$ cat config.mk
export PLATFORM = sky130hd
export DESIGN_NAME = csel_bank
export DESIGN_NICKNAME = d
export VERILOG_FILES = /design/src/rtl/csel_pkg.sv /design/src/rtl/csel_decode.sv /design/src/rtl/csel_entry.sv /design/src/rtl/csel_tap.sv /design/src/rtl/csel_bank.sv
export SDC_FILE = /design/constraint.sdc
export NUM_CORES = 2
export LEC_CHECK = 0
export ABC_AREA = 0
export BUFFER_PORTS_ARGS = -buffer_cell sky130_fd_sc_hd__buf_4
export CAP_MARGIN = 0
export CORE_MARGIN = 2
export CORE_UTILIZATION = 45
export DETAILED_ROUTE_END_ITERATION = 7
export SETUP_SLACK_MARGIN = 0.02
export SLEW_MARGIN = 15
export SYNTH_ARGS = -nofsm -noshare
export SYNTH_HDL_FRONTEND = slang
export SYNTH_HIERARCHICAL = 1
export SYNTH_SLANG_ARGS = --single-unit
$ cat constraint.sdc
create_clock -name clk_i -period 15 [get_ports clk_i]
set_input_delay 2.25 -clock clk_i [delete_from_list [all_inputs] [get_ports clk_i]]
set_output_delay 2.25 -clock clk_i [all_outputs]
set_load 0.005 [all_outputs]
$ cat src/rtl/csel_pkg.sv
package csel_pkg;
  typedef enum logic [2:0] {
    OP_NONE,
    OP_MODE,
    OP_UPD,
    OP_RSV,
    OP_CUR,
    OP_SET,
    OP_CLR
  } csel_op_e;
endpackage

$ cat src/rtl/csel_decode.sv
module csel_decode
  import csel_pkg::*;
#(
  parameter int unsigned ADDR_W    = 7,
  parameter int unsigned N_ENTRY   = 29,
  parameter int unsigned UPD_REGS  = 4,
  parameter int unsigned RSV_WORDS = 3,
  parameter int unsigned IDX_W     = 5,
  parameter int unsigned UIDX_W    = 2
) (
  input  logic [ADDR_W-1:0] addr_i,
  output csel_op_e          op_o,
  output logic [IDX_W-1:0]  idx_o,
  output logic [UIDX_W-1:0] uidx_o
);
  localparam int unsigned UPD_BASE   = 1;
  localparam int unsigned RSV_BASE   = UPD_BASE + UPD_REGS;
  localparam int unsigned ENTRY_BASE = RSV_BASE + RSV_WORDS;
  localparam int unsigned ENTRY_END  = ENTRY_BASE + 3 * N_ENTRY;

  int unsigned a, off, sub;

  always_comb begin
    a      = 32'(addr_i);
    off    = a - ENTRY_BASE;
    sub    = off % 3;
    idx_o  = IDX_W'(off / 3);
    uidx_o = UIDX_W'(a - UPD_BASE);
    op_o   = OP_NONE;
    if (a == 0)                                   op_o = OP_MODE;
    else if (a < RSV_BASE)                        op_o = OP_UPD;
    else if (a < ENTRY_BASE)                      op_o = OP_RSV;
    else if (a < ENTRY_END) begin
      // triple order within an entry is cur, set, clr
      case (sub)
        0:       op_o = OP_CUR;
        1:       op_o = OP_SET;
        default: op_o = OP_CLR;
      endcase
    end
  end
endmodule

$ cat src/rtl/csel_entry.sv
module csel_entry #(
  parameter int unsigned DATA_W = 32
) (
  input  logic              clk_i,
  input  logic              rst_ni,
  input  logic              set_i,
  input  logic              clr_i,
  input  logic [DATA_W-1:0] wdata_i,
  output logic [DATA_W-1:0] val_o
);
  always_ff @(posedge clk_i or negedge rst_ni) begin
    if (!rst_ni)    val_o <= '0;
    else if (clr_i) val_o <= val_o & ~wdata_i;
    else if (set_i) val_o <= val_o | wdata_i;
  end
endmodule

$ cat src/rtl/csel_tap.sv
module csel_tap #(
  parameter int unsigned SEL_W = 4
) (
  input  logic             clk_i,
  input  logic             rst_ni,
  input  logic             stb_i,
  input  logic [SEL_W-1:0] pend_i,
  output logic [SEL_W-1:0] sel_o
);
  always_ff @(posedge clk_i or negedge rst_ni) begin
    if (!rst_ni)    sel_o <= '0;
    else if (stb_i) sel_o <= pend_i;
  end
endmodule

$ cat src/rtl/csel_bank.sv
module csel_bank
  import csel_pkg::*;
#(
  parameter int unsigned DATA_W    = 32,
  parameter int unsigned ADDR_W    = 7,
  parameter int unsigned N_ENTRY   = 29,
  parameter int unsigned UPD_REGS  = 4,
  parameter int unsigned RSV_WORDS = 3,
  parameter int unsigned SEL_W     = 4,
  parameter int unsigned A_ENTRY   = 22,
  parameter int unsigned A_SHIFT   = 0,
  parameter int unsigned A_UREG    = 2,
  parameter int unsigned A_UBIT    = 24,
  parameter int unsigned B_ENTRY   = 28,
  parameter int unsigned B_SHIFT   = 16,
  parameter int unsigned B_UREG    = 3,
  parameter int unsigned B_UBIT    = 18
) (
  input  logic              clk_i,
  input  logic              rst_ni,
  input  logic              we_i,
  input  logic [ADDR_W-1:0] addr_i,
  input  logic [DATA_W-1:0] wdata_i,
  output logic [DATA_W-1:0] rdata_o,
  output logic [SEL_W-1:0]  sel_a_o,
  output logic [SEL_W-1:0]  sel_b_o
);
  localparam int unsigned IDX_W  = $clog2(N_ENTRY);
  localparam int unsigned UIDX_W = (UPD_REGS > 1) ? $clog2(UPD_REGS) : 1;

  csel_op_e          op;
  logic [IDX_W-1:0]  idx;
  logic [UIDX_W-1:0] uidx;
  logic [DATA_W-1:0] val [N_ENTRY];
  logic [SEL_W-1:0]  pend_a, pend_b;
  logic              stb_a, stb_b;

  csel_decode #(
    .ADDR_W(ADDR_W), .N_ENTRY(N_ENTRY), .UPD_REGS(UPD_REGS),
    .RSV_WORDS(RSV_WORDS), .IDX_W(IDX_W), .UIDX_W(UIDX_W)
  ) i_decode (
    .addr_i(addr_i), .op_o(op), .idx_o(idx), .uidx_o(uidx)
  );

  for (genvar i = 0; i < N_ENTRY; i++) begin : g_entry
    logic hit;
    assign hit = we_i && (idx == IDX_W'(i));
    csel_entry #(.DATA_W(DATA_W)) i_entry (
      .clk_i(clk_i), .rst_ni(rst_ni),
      .set_i(hit && op == OP_SET),
      .clr_i(hit && op == OP_CLR),
      .wdata_i(wdata_i),
      .val_o(val[i])
    );
  end

  always_comb begin
    rdata_o = '0;
    if (op == OP_CUR && 32'(idx) < N_ENTRY) rdata_o = val[idx];
  end

  assign pend_a = val[A_ENTRY][A_SHIFT +: SEL_W];
  assign pend_b = val[B_ENTRY][B_SHIFT +: SEL_W];
  assign stb_a  = we_i && op == OP_UPD && uidx == UIDX_W'(A_UREG) && wdata_i[A_UBIT];
  assign stb_b  = we_i && op == OP_UPD && uidx == UIDX_W'(B_UREG) && wdata_i[B_UBIT];

  csel_tap #(.SEL_W(SEL_W)) i_tap_a (
    .clk_i(clk_i), .rst_ni(rst_ni), .stb_i(stb_a), .pend_i(pend_a), .sel_o(sel_a_o)
  );
  csel_tap #(.SEL_W(SEL_W)) i_tap_b (
    .clk_i(clk_i), .rst_ni(rst_ni), .stb_i(stb_b), .pend_i(pend_b), .sel_o(sel_b_o)
  );
endmodule

---- After elaboration in Yosys (flattened, before gate mapping) ----
Index checks and enable logic that the tools add are counted.
word-level totals
  output and inout bits ................... 40
  logic and storage cells ................. 327
  register bits after elaboration ......... 936
  input bits .............................. 42
cells by class
  reductions and logical operators ........ 125
  div/mod/pow operators ................... 2
  $add $sub $neg .......................... 2
  bitwise operators ....................... 60
  equality and inequality tests ........... 35
  $lt $le $gt $ge ......................... 5
  muxes and demuxes ....................... 67
operators with widths
  kind                                                                           count
  32-bit two-way mux                                                             61
  32-bit AND                                                                     29
  32-bit bitwise OR                                                              29
  32-bit binary-select mux with 5-bit select                                     1
  1-bit logical AND                                                              93
  5-bit == test (second input constant)                                          13
  2-bit nonzero test                                                             29
  5-bit by 4-bit == test with 1-bit output (second input constant)               8
  32-bit by 2-bit divider with 32-bit output (second input constant)             1
  32-bit by 1-bit == test with 1-bit output (second input constant)              1
  32-bit logical NOT                                                             1
  32-bit by 2-bit modulo with 32-bit output (second input constant)              1
  32-bit inverter                                                                1
  5-bit by 3-bit == test with 1-bit output (second input constant)               4
  3-bit two-way mux                                                              4
  5-bit by 2-bit == test with 1-bit output (second input constant)               2
  3-bit == test (second input constant)                                          3
  7-bit by 4-bit subtractor with 8-bit output (second input constant)            1
  7-bit logical NOT                                                              1
  7-bit by 3-bit less-than comparator with 1-bit output (second input constant)  1
  7-bit by 4-bit less-than comparator with 1-bit output (second input constant)  1
  7-bit less-than comparator (second input constant)                             1
  6-bit greater-or-equal comparator (second input constant)                      1
  5-bit inverter with 6-bit output                                               1
  7 further kinds                                                                8

---- Depth between registers and ports, before layout ----
  depth after elaboration ................. 12
  depth in mapped cells ................... 29
  gate-level depth less buffers ........... 24

---- Modules after synthesis ----
The synthesis kept the hierarchy.
modules (own cells, without submodules)
  module       area each (sq um)  seq. area each (sq um)  cells an instance  instances
  csel_entry   1,169.9            800.8                   102                29
  csel_bank    7,857.5            0.0                     888                1
  csel_decode  948.4              0.0                     134                1
  csel_tap     145.1              100.1                   8                  2

---- Worst setup path before layout ----
Ideal clock, no wire load.
  path type ............................... input -> output
  from .................................... input port addr_i[3]
  to ...................................... output port rdata_o[11]
  data arrival time ....................... 7.185 ns
  slack ................................... 5.565 ns
  required time ........................... 12.750 ns
  buffers on the path ..................... 8
  stages on the path ...................... 27
  cell sequence ........................... buf_4 -> inv_1 -> ha_1 -> buf_6 -> nor4b_2 -> a311oi_2 -> a31oi_2 -> nand2b_1 -> o21ai_1 -> and2_2 -> ha_1 -> dlygate4sd2_1 -> nor2_1 -> a22o_2 -> xnor2_1 -> ha_1 -> a31o_1 -> or3b_1 -> buf_2 -> buf_2 -> buf_6 -> buf_4 -> nand3_2 -> buf_1 -> o22ai_1 -> a2111oi_2 -> nor3_1
between the ends
  elaborated cells between the ends (all ways) .. 22
  classes of those cells .................. add/sub: 1; div: 2; order compare: 4; eq/ne: 2; mux: 9; bitwise: 1; reduce/logical: 3
RTL lines
  item                                                    line               source
  from (decl)                                             csel_bank.sv:22    input logic [ADDR_W-1:0] addr_i,
  7-bit by 4-bit subtractor with 8-bit output *           csel_decode.sv:25  off = a - ENTRY_BASE;
  32-bit by 2-bit divider with 32-bit output *            csel_decode.sv:27  idx_o = IDX_W'(off / 3);
  via idx[0]                                              csel_bank.sv:32    logic [IDX_W-1:0] idx;
  5-bit inverter with 6-bit output (not written as such)  csel_bank.sv:59    if (op == OP_CUR && 32'(idx) < N_ENTRY) rdata_o = val[idx];
  32-bit binary-select mux with 5-bit select              csel_bank.sv:59
  32-bit two-way mux (not written as such) (2 in series)  csel_bank.sv:59
  32-bit two-way mux *                                    csel_bank.sv:59
  to (decl)                                               csel_bank.sv:24    output logic [DATA_W-1:0] rdata_o,
Mark *: on every way through the listed nets, which the timed path passes. The rest lies on a longest branch. The select of a mux whose other input is x is not followed.

---- Worst setup path in the final report ----
  from .................................... input port addr_i[3]
  to ...................................... output port rdata_o[17]
Same word-level chain as after synthesis.

==> impl_metrics.csv <==
group,metric,value,unit
outcome,status,"completed",
pwr,clockPowerShare,42.6,%
sta,fin_crit,11.93,ns
min_path,min_from,"i_tap_b/sel_o[0]$_DFFE_PN0P_",
worst_setup_path,timing.reg2reg.setup_slack,14.10,ns
clock_network,clock_path_buffers,3,
drt,wl_per_cell,26.28,µm
floorplanning,io_pins,82,
clock_network,cts_root_buffer,"clkbuf_16",
drt,drt.antenna.violating_nets,0,
global_route,grt_pass1_wl,210100,µm
yosys,synth-seq-cells,936,
min_path,hp-class,"reg2reg",
clock_network,clk_latency,0.67,ns
drt,vias,33550,
worst_setup_path,worstPathRequired,12.75,ns
sta,grt_setup_unrepaired,"no",
drt,drc,0,
clock_network,numCtsBuffers,98,
global_route,grt_pass1_vias,32290,
pwr,p_comb_share,12.8,%
yosys,syn-mean-instance-area,10.77,µm²
pwr,p_leak,21.52,nW
yosys,yosysSeqAreaShare,54.44,%
yosys,synth_nets,4045,
pwr,seq_power_share,44.7,%
drt,drt_iter0_markers,3738,
placement,gp_congestion,0.8226,
floorplanning,die_x,313.2,µm
yosys,synth_area_leaders,"dfrtp_1 54%, a21oi_1 22%, mux2i_1 6.0%",
worst_setup_path,end_kind,"output pin",
clock_network,cts_resized,0,
yosys,synth_edf_count,0,
sta,hold_violations,0,
yosys,ys_types,72,
sta,tns,0,ns
sta,finalSetupViolCount,0,
sta,clock_skew,0.004623,ns
floorplanning,fp-row-count,113,
pwr,switchingPower,0.001612,W
floorplanning,dieArea,98090,µm²
worst_setup_path,worstSetupPathType,"in2out",
floorplanning,die_h,313.2,µm
sta,drv_slew,0,
clock_network,cts_tree,"done",
global_route,grt_remaining_overflow,0,
final_layout,drive_gt1_share,12.81,%
min_path,holdPathStages,1,
drt,first_pass_iters,5,
yosys,synthFlopType,"dfrtp_1",
sta,tightest_slew,1.248,ns
placement,port_buffers,81,
pwr,swShare,27.10,%
pwr,intPower,0.004337,W
final_layout,synthToLayoutAreaGrowth,10.52,%
yosys,synthDominantCellAreaShare,54.44,%
placement,dp_cells,5113,
clock_network,htree_levels,3,
clock_network,cts.sinks,936,
worst_setup_path,worstPathMaxFanout,38,
yosys,async_reset_ff_share,100.0,%
min_path,min_to,"i_tap_b/sel_o[0]$_DFFE_PN0P_",
sta,fin_crit_sh,79.50,%
pwr,power_density,125.1,nW/µm²
yosys,synth_top_cell_by_area,"dfrtp_1",
placement,hpwl,75950,µm
clock_network,cts_hold_buf,0,
final_layout,antenna_cells,0,
drt,via_per_inst,6.339,
worst_setup_path,reg2reg_depth,1,
final_layout,fillers,8509,
clock_network,postCtsSetupBuffers,0,
drt,wl,139100,µm
final_layout,final_cells,5293,
yosys,synth_area,43020,µm²
global_route,track_usage,27.99,%
clock_network,cts.clk_slew.worst_paths,0.06,ns
final_layout,nets,3998,
yosys,netlist_instances,3996,
global_route,grt_max_degree,174,
sta,timing.fmax,83.86,MHz
pwr,peakVddDrop,0.08229,mV
worst_setup_path,reg2reg_to,"i_tap_b/sel_o[2]$_DFFE_PN0P_",
global_route,antenna_found_initial,1,
floorplanning,start_util,45.35,%
worst_setup_path,start_kind,"input port",
sta,relSlewSlack,14.63,%
yosys,yosys_warnings,6,
floorplanning,core,94870,µm²
worst_setup_path,worstPathArrival,9.68,ns
job,drv_cap,0,
==> how the worst max path moves through the flow <==
| stage | from | end | slack, ns | depth (start not counted) |
|---|---|---|---|---|
| 3_5_place_dp | addr_i[3] | rdata_o[17] | 3.25 | 23 |
| 5_1_grt | addr_i[3] | rdata_o[17] | 2.69 | 23 |
| 3_3_place_gp | addr_i[3] | rdata_o[17] | 3.40 | 23 |
| 2_1_floorplan | addr_i[3] | rdata_o[11] | 5.57 | 27 |
| 6_report | addr_i[3] | rdata_o[17] | 3.07 | 23 |
| 4_1_cts | addr_i[3] | rdata_o[17] | 3.22 | 23 |
==> power by group through the flow <==
stage | registers (W) | clock network (W) | logic (W)
3_3_place_gp | 0.00270 | 0 | 0.000744
6_report | 0.00266 | 0.00253 | 0.000758
3_5_place_dp | 0.00270 | 0 | 0.000752
2_1_floorplan | 0.00269 | 0 | 0.000444
5_1_grt | 0.00266 | 0.00267 | 0.000814
4_1_cts | 0.00266 | 0.00257 | 0.000752
==> cells in the final DEF (no fill, tap or decap), drive strengths merged, types with 7 or more instances in the layout <==
cell type / count
o21ai: 39
clkinv: 26
a2111oi: 17
buf: 142
nand3: 9
nor3: 20
nor4: 33
nor2: 74
ha: 7
mux4: 96
mux2: 8
a22oi: 16
dfrtp: 936
nand2: 28
inv: 48
a211oi: 30
clkbuf: 136
a22o: 18
o22ai: 129
a21oi: 1865
bufinv: 10
mux2i: 257
==> layer usage <==
layer / GRT usage (%) / wire (µm)
met3: 4.168 / 9939
met2: 43.32 / 64170
met5: 0 / 13
met4: 9.656 / 4378
met1: 40.43 / 60600
==> cell usage after synthesis, drive strengths merged (4+ instances only) <==
| cell type | number |
|---|---|
| and3 | 4 |
| a22o | 18 |
| nor3b | 5 |
| mux2 | 8 |
| a21oi | 1865 |
| mux4 | 96 |
| o211ai | 4 |
| o21ai | 39 |
| a2111oi | 17 |
| nor2b | 6 |
| nand2 | 28 |
| nor4 | 33 |
| or3b | 6 |
| nor2 | 74 |
| mux2i | 257 |
| nand3b | 4 |
| inv | 45 |
| a22oi | 16 |
| dfrtp | 936 |
| nand3 | 9 |
| a211oi | 30 |
| buf | 243 |
| xnor2 | 5 |
| clkbuf | 45 |
| o22ai | 129 |
| nor3 | 20 |
| ha | 7 |
==> layout make-up <==
type | instances | area [µm²] | area share [%]
Multi-Input combinational cell | 2726 | 17880 | 37.61
Sequential cell | 936 | 23420 | 49.26
Tap cell | 1265 | 1583 | 3.329
Clock buffer | 136 | 2825 | 5.942
Inverter | 45 | 176.4 | 0.3710
Clock inverter | 43 | 531.8 | 1.118
Timing Repair Buffer | 142 | 1127 | 2.371
==> per-stage QoR <==
stage	hold slack [ns]	cell area (µm²)	total power, W	util [%]	worst slack, ns
after global routing	0.5374	47550	0.006153	50.12	2.689
after detailed placement	0.4992	44170	0.003452	46.56	3.252
after global placement	0.4929	44170	0.003443	46.56	3.404
after floorplan	0.4859	43020	0.003133	-	5.565
after CTS	0.5126	47530	0.005980	50.10	3.219
final	0.5065	47550	0.005949	50.12	3.075
==> critical path: stages <==
cell and delay, ns:
buf_4 0.17, inv_1 0.12, ha_1 0.42, and4bb_2 0.37, a21oi_1 0.06, a311oi_2 0.39
nor2_1 0.16, o21ai_1 0.23, and2_2 0.19, ha_1 0.32, nor2_1 0.09, a22o_2 0.34
xnor2_1 0.21, ha_1 0.22, a31o_1 0.13, or3b_4 0.44, buf_4 0.68, or3b_2 0.82
buf_4 0.43, o22ai_1 0.12, nor4_1 0.97, nor3_1 0.23, buf_4 0.22
==> logic make-up after synthesis <==
| family | share of synthesized area (%) |
|---|---|
| AO/OA/AOI/OAI | 26.35 |
| flip-flops | 54.44 |
| multiplexers | 11.21 |
| buffers and inverters | 5.092 |
| AND/OR/NAND/NOR | 2.551 |
| XOR/XNOR | 0.1425 |
| adder cells (fa/ha/maj) | 0.2036 |
No activity file was read; power rests on OpenSTA's default activity.
